`src/rtl/ccr_pkg.sv`:
```
package ccr_pkg;
  typedef enum logic [2:0] {
    OP_INT_ADD   = 3'd0,
    OP_INT_SUB   = 3'd1,
    OP_SHIFT_ROT = 3'd2,
    OP_FP_FIX    = 3'd3,
    OP_FP_FLT    = 3'd4,
    OP_ADDR_MOVE = 3'd5,
    OP_DATA_XFER = 3'd6,
    OP_RESERVED  = 3'd7
  } op_class_e;

  typedef struct packed {
    logic n;
    logic z;
    logic v;
    logic c;
  } flags_t;

  typedef struct packed {
    logic c_we;
    logic v_we;
    logic zn_we;
  } flag_we_t;
endpackage

```
`src/rtl/ccr_zero_detect.sv`:
```
module ccr_zero_detect #(
  parameter int unsigned DATA_W = 32,
  parameter int unsigned LEAF_W = 8
) (
  input  logic [DATA_W-1:0] data_i,
  output logic              zero_o
);
  localparam int unsigned N_LEAF = (DATA_W + LEAF_W - 1) / LEAF_W;
  localparam int unsigned PAD_W  = N_LEAF * LEAF_W;

  logic [PAD_W-1:0]  data_pad;
  logic [N_LEAF-1:0] leaf_any;

  assign data_pad = PAD_W'(data_i);

  for (genvar g = 0; g < N_LEAF; g++) begin : g_leaf
    assign leaf_any[g] = |data_pad[g*LEAF_W +: LEAF_W];
  end

  assign zero_o = ~|leaf_any;
endmodule

```
`src/rtl/ccr_flag_eval.sv`:
```
module ccr_flag_eval
  import ccr_pkg::*;
#(
  parameter int unsigned DATA_W = 32,
  parameter int unsigned LEAF_W = 8
) (
  input  op_class_e         op_class_i,
  input  logic [DATA_W-1:0] result_i,
  input  logic              carry_i,
  input  logic              ovf_i,
  input  logic              shift_out_i,
  output flags_t            flags_nxt_o,
  output flag_we_t          we_o
);
  logic res_zero;

  ccr_zero_detect #(
    .DATA_W(DATA_W),
    .LEAF_W(LEAF_W)
  ) i_zero (
    .data_i(result_i),
    .zero_o(res_zero)
  );

  always_comb begin
    flags_nxt_o.n = result_i[DATA_W-1];
    flags_nxt_o.z = res_zero;
    flags_nxt_o.v = ovf_i;
    flags_nxt_o.c = carry_i;
    we_o          = '0;
    unique case (op_class_i)
      OP_INT_ADD, OP_INT_SUB, OP_ADDR_MOVE: we_o = '{c_we: 1'b1, v_we: 1'b1, zn_we: 1'b1};
      OP_SHIFT_ROT: begin
        flags_nxt_o.c = shift_out_i;
        we_o          = '{c_we: 1'b1, v_we: 1'b1, zn_we: 1'b1};
      end
      OP_FP_FIX:    we_o = '{c_we: 1'b0, v_we: 1'b1, zn_we: 1'b1};
      OP_FP_FLT:    we_o = '{c_we: 1'b0, v_we: 1'b0, zn_we: 1'b1};
      OP_DATA_XFER, OP_RESERVED: we_o = '0;
      default:      we_o = '0;
    endcase
  end
endmodule

```
`src/rtl/ccr_update.sv`:
```
module ccr_update
  import ccr_pkg::*;
#(
  parameter int unsigned DATA_W = 32,
  parameter int unsigned LEAF_W = 8
) (
  input  logic              clk_i,
  input  logic              rst_ni,
  input  logic              op_valid_i,
  input  logic [2:0]        op_class_i,
  input  logic [DATA_W-1:0] result_i,
  input  logic              carry_i,
  input  logic              ovf_i,
  input  logic              shift_out_i,
  output logic [3:0]        flags_o
);
  flags_t   flags_q, flags_nxt;
  flag_we_t we;

  ccr_flag_eval #(
    .DATA_W(DATA_W),
    .LEAF_W(LEAF_W)
  ) i_eval (
    .op_class_i (op_class_e'(op_class_i)),
    .result_i   (result_i),
    .carry_i    (carry_i),
    .ovf_i      (ovf_i),
    .shift_out_i(shift_out_i),
    .flags_nxt_o(flags_nxt),
    .we_o       (we)
  );

  always_ff @(posedge clk_i or negedge rst_ni) begin
    if (!rst_ni) begin
      flags_q <= '0;
    end else if (op_valid_i) begin
      if (we.c_we)  flags_q.c <= flags_nxt.c;
      if (we.v_we)  flags_q.v <= flags_nxt.v;
      if (we.zn_we) begin
        flags_q.z <= flags_nxt.z;
        flags_q.n <= flags_nxt.n;
      end
    end
  end

  assign flags_o = flags_q;

  always_comb begin
    if (!rst_ni) assert_reset_clear_R1: assert (flags_o == 4'b0000);
  end

  assert_idle_hold_R2: assert property (@(posedge clk_i) disable iff (!rst_ni)
    !op_valid_i |=> $stable(flags_o));

  assert_int_carry_ovf_R3: assert property (@(posedge clk_i) disable iff (!rst_ni)
    (op_valid_i && op_class_i inside {3'd0, 3'd1}) |=>
      (flags_o[0] == $past(carry_i) && flags_o[1] == $past(ovf_i)));

  assert_shift_carry_R4: assert property (@(posedge clk_i) disable iff (!rst_ni)
    (op_valid_i && op_class_i == 3'd2) |=> flags_o[0] == $past(shift_out_i));

  assert_fp_fix_keeps_c_R5: assert property (@(posedge clk_i) disable iff (!rst_ni)
    (op_valid_i && op_class_i == 3'd3) |=> ($stable(flags_o[0]) && flags_o[1] == $past(ovf_i)));

  assert_fp_flt_keeps_cv_R6: assert property (@(posedge clk_i) disable iff (!rst_ni)
    (op_valid_i && op_class_i == 3'd4) |=> $stable(flags_o[1:0]));

  assert_addr_move_R7: assert property (@(posedge clk_i) disable iff (!rst_ni)
    (op_valid_i && op_class_i == 3'd5) |=>
      (flags_o[0] == $past(carry_i) && flags_o[1] == $past(ovf_i)));

  assert_zero_neg_R8: assert property (@(posedge clk_i) disable iff (!rst_ni)
    (op_valid_i && op_class_i <= 3'd5) |=>
      (flags_o[2] == ($past(result_i) == '0) && flags_o[3] == $past(result_i[DATA_W-1])));

  assert_xfer_hold_R9: assert property (@(posedge clk_i) disable iff (!rst_ni)
    (op_valid_i && op_class_i >= 3'd6) |=> $stable(flags_o));
endmodule

```
`config.mk`:
```
export PLATFORM = sky130hd
export DESIGN_NAME = ccr_update
export DESIGN_NICKNAME = d
export VERILOG_FILES = /design/src/rtl/ccr_pkg.sv /design/src/rtl/ccr_zero_detect.sv /design/src/rtl/ccr_flag_eval.sv /design/src/rtl/ccr_update.sv
export SDC_FILE = /design/constraint.sdc
export NUM_CORES = 1
export LEC_CHECK = 0
export BUFFER_PORTS_ARGS = -buffer_cell sky130_fd_sc_hd__buf_2
export CORE_AREA = 4 4 41 43
export DETAILED_ROUTE_END_ITERATION = 12
export DIE_AREA = 0 0 45 47
export GPL_TIMING_DRIVEN = 0
export PLACE_DENSITY = 0.67
export RECOVER_POWER = 50
export SYNTH_ARGS = -nofsm -noshare
export SYNTH_HDL_FRONTEND = slang
export SYNTH_SLANG_ARGS = --single-unit
export TNS_END_PERCENT = 10
```
`constraint.sdc`:
```
create_clock -name clk_i -period 0.8 [get_ports clk_i]
set_input_delay 0 -clock clk_i [delete_from_list [all_inputs] [get_ports clk_i]]
set_output_delay 0 -clock clk_i [all_outputs]
set_load 0.01 [all_outputs]
```
==> impl_results.md <==
- Vias in the first global route: 406
- DIE AREA: 2120 sq um
- Clock buffer depth: 2
- Max FFs per register: 4
- FP Rows: 13
- Dominant synthesized flop cell: dfrtp_1
- Filler cells: about 140
- Core region area: roughly 1300 sq um
- Aggregate global-route resource usage: 9.19%
- Setup repair bufs after CTS: 0
- IO Count: 45
- F_max: between 1000 and 1500 MHz
- Seq/Total Area, Yosys: ~34%
- Seq cells post-synth: 4
- Die width: 45 um
- Peak supply drop: roughly 0.43 mV
- Number of flops mapped to enable cells by yosys: 0
- Layout area overhead: 91.6%
- CP max FO: 2
- Setup-failing EPs final: 0
- Initial Utilization: a little under a quarter
- Worst hold slack: ~5.5 ps
- DR WL/cell: approximately 11 um
- Final Hold Fails: 0
- Worst path bufs/invs: 0
- Max_cap viols: 0
- Slew Viols, Final: 0
- Diode count: 0
- Slowest stage delay, CP: 380 ps
- Synth top area share: between 30% and 40%
- Synth cell types: 15
- Number of DRC markers in iteration 0: 2
- TritonRoute pass-1 iters: 2
- Largest delay share family, worst path: flip-flops
- Top cells by count, synth: 4 x dfrtp_1, 4 x nor4_1, 4 x nor4_2, 2 x mux2i_1, 2 x nand4_1
- Rel. slew slack: around 83%
- Layout Skew: 0 ps
- PD cells: ~1200 nW/um^2
- Root buf cell: clkbuf_4
- Clk slew on worst S/H paths: approximately 40 ps
- First-pass GRT wire length: approximately 1400 um
- Crit-path slowest cell: dfrtp_1
- Vias/cell: 4.62
- Worst min path class: input pin to flip-flop
- Synth area leaders: dfrtp_1 34%, nor4_2 17%, nor4_1 8.4%
- CP Class: flip-flop to flip-flop
- Vias: between 400 and 500
- Status: completed
- Synth Instances: 26
- Sink Count: 4
- Unrepaired setup endpoints after global routing: no
- Leakage: 0.286 nW
- Worst setup SP type: flip-flop
- # hold bufs at CTS: 2
- Cts bufs inserted: 3
- Synthesized area per cell: 11.5 sq um
- DRC errors left: 0
- Gpl congestion: roughly 0.63
- Die height: between 40 and 50 um
- Required time of the worst setup path: between 900 and 1000 ps
- Post_cts resized: 0
- Arrival time at the worst endpoint: about 860 ps
- Worst slew pin tran: 259 ps
- CP endpoint kind: flip-flop
- Grt total ovfl: 0
- Syn Nets: 67
- Yosys Warn Count: 0
- Synth Cell Area: 298 sq um
- Post-layout min period: approximately 750 ps
- Clock Latency Late Sink: between 200 and 250 ps
- Final wirelength: 958 um
- PortBufs: 44
- Ys async rst share: 100%
- Largest net degree at the start of global routing: 5
- TritonCTS clock tree: done
- Initial antenna violation count: 0
- Fin crit share: 94.2%
- Crit-path cells: mux2_4
- Routed Antenna Nets: 0
- Final nets: roughly 120
- Layout cells sized above 1: between 70 and 80%
- Largest area contributor in the netlist: dfrtp_1
- H-tree Lvls: 1
- Setup TNS: 0 ps
-- placed cells by master (no fill, tap or decap) --
| cell | n |
|---|---|
| nor3b_2 | 1 |
| o31ai_2 | 1 |
| mux2_2 | 1 |
| dlygate4sd3_1 | 2 |
| dfrtp_1 | 4 |
| nor4_2 | 3 |
| a21boi_1 | 1 |
| nand2b_1 | 1 |
| a21bo_2 | 1 |
| a21oi_1 | 1 |
| nand4_1 | 2 |
| buf_2 | 42 |
| a31oi_1 | 1 |
| clkbuf_4 | 3 |
| nand2_1 | 1 |
| mux2i_1 | 2 |
| nor4_1 | 5 |
| clkbuf_1 | 2 |
| mux2_4 | 1 |
-- metal layers --
layer	GRT usage, %	wire length, um	vias up
li1	-	-	210
met1	8.49	329	180
met2	17.2	477	26
met3	3.45	150	0
met4	5.26	0	0
met5	0	0	-
-- through the flow --
step / area [sq um] / std cells / util, % / setup WS [ps] / power (mW)
6_report: 571 / 90 / 43.8 / 46.5 / 0.689
5_1_grt: 571 / 90 / 43.8 / 14.8 / 0.737
4_1_cts: 579 / 90 / 44.5 / 40.0 / 0.712
3_5_place_dp: 537 / 85 / 41.3 / -78.8 / 0.449
3_3_place_gp: 537 / 85 / 41.3 / -76.6 / 0.443
2_1_floorplan: 298 / 26 / - / 30.6 / 0.307
-- power breakdown --
part	internal (mW)	switching, mW
Clock	0.167	0.0754
Sequential	0.226	0.0105
Combinational	0.128	0.0813
Total	0.522	0.167
-- layout make-up --
type / count / area [sq um] / share of cell area, %
Clock buffer: 3 / 22.5 / 3.95
Multi-Input combinational cell: 22 / 191 / 33.6
Sequential cell: 4 / 100 / 17.5
Tap cell: 15 / 18.8 / 3.29
Timing Repair Buffer: 46 / 238 / 41.7
-- worst paths after layout --
kind                             from         end  slack [ps]  depth (start not counted)
max in group asynchronous      rst_ni  flags_o[2]         500                          2
hold reg to reg            flags_o[2]  flags_o[2]         490                          2
hold / removal                  ovf_i  flags_o[1]           6                          2
setup reg to reg           flags_o[3]  flags_o[3]          50                          1
min in group asynchronous      rst_ni  flags_o[1]         120                          2
setup / recovery           flags_o[3]  flags_o[3]          50                          1
-- logic make-up (layout without fill, tap and decap cells) --
kind of cell / count (synthesis) / count (layout) / share of synthesized area (%)
AOI/OAI and AO/OA: 5 / 5 / 13.9
buffers and inverters: 0 / 49 / 0
and+or+nand+nor: 13 / 13 / 37.0
muxes: 4 / 4 / 15.5
DFF: 4 / 4 / 33.6
(Power assumes the default switching activity.)
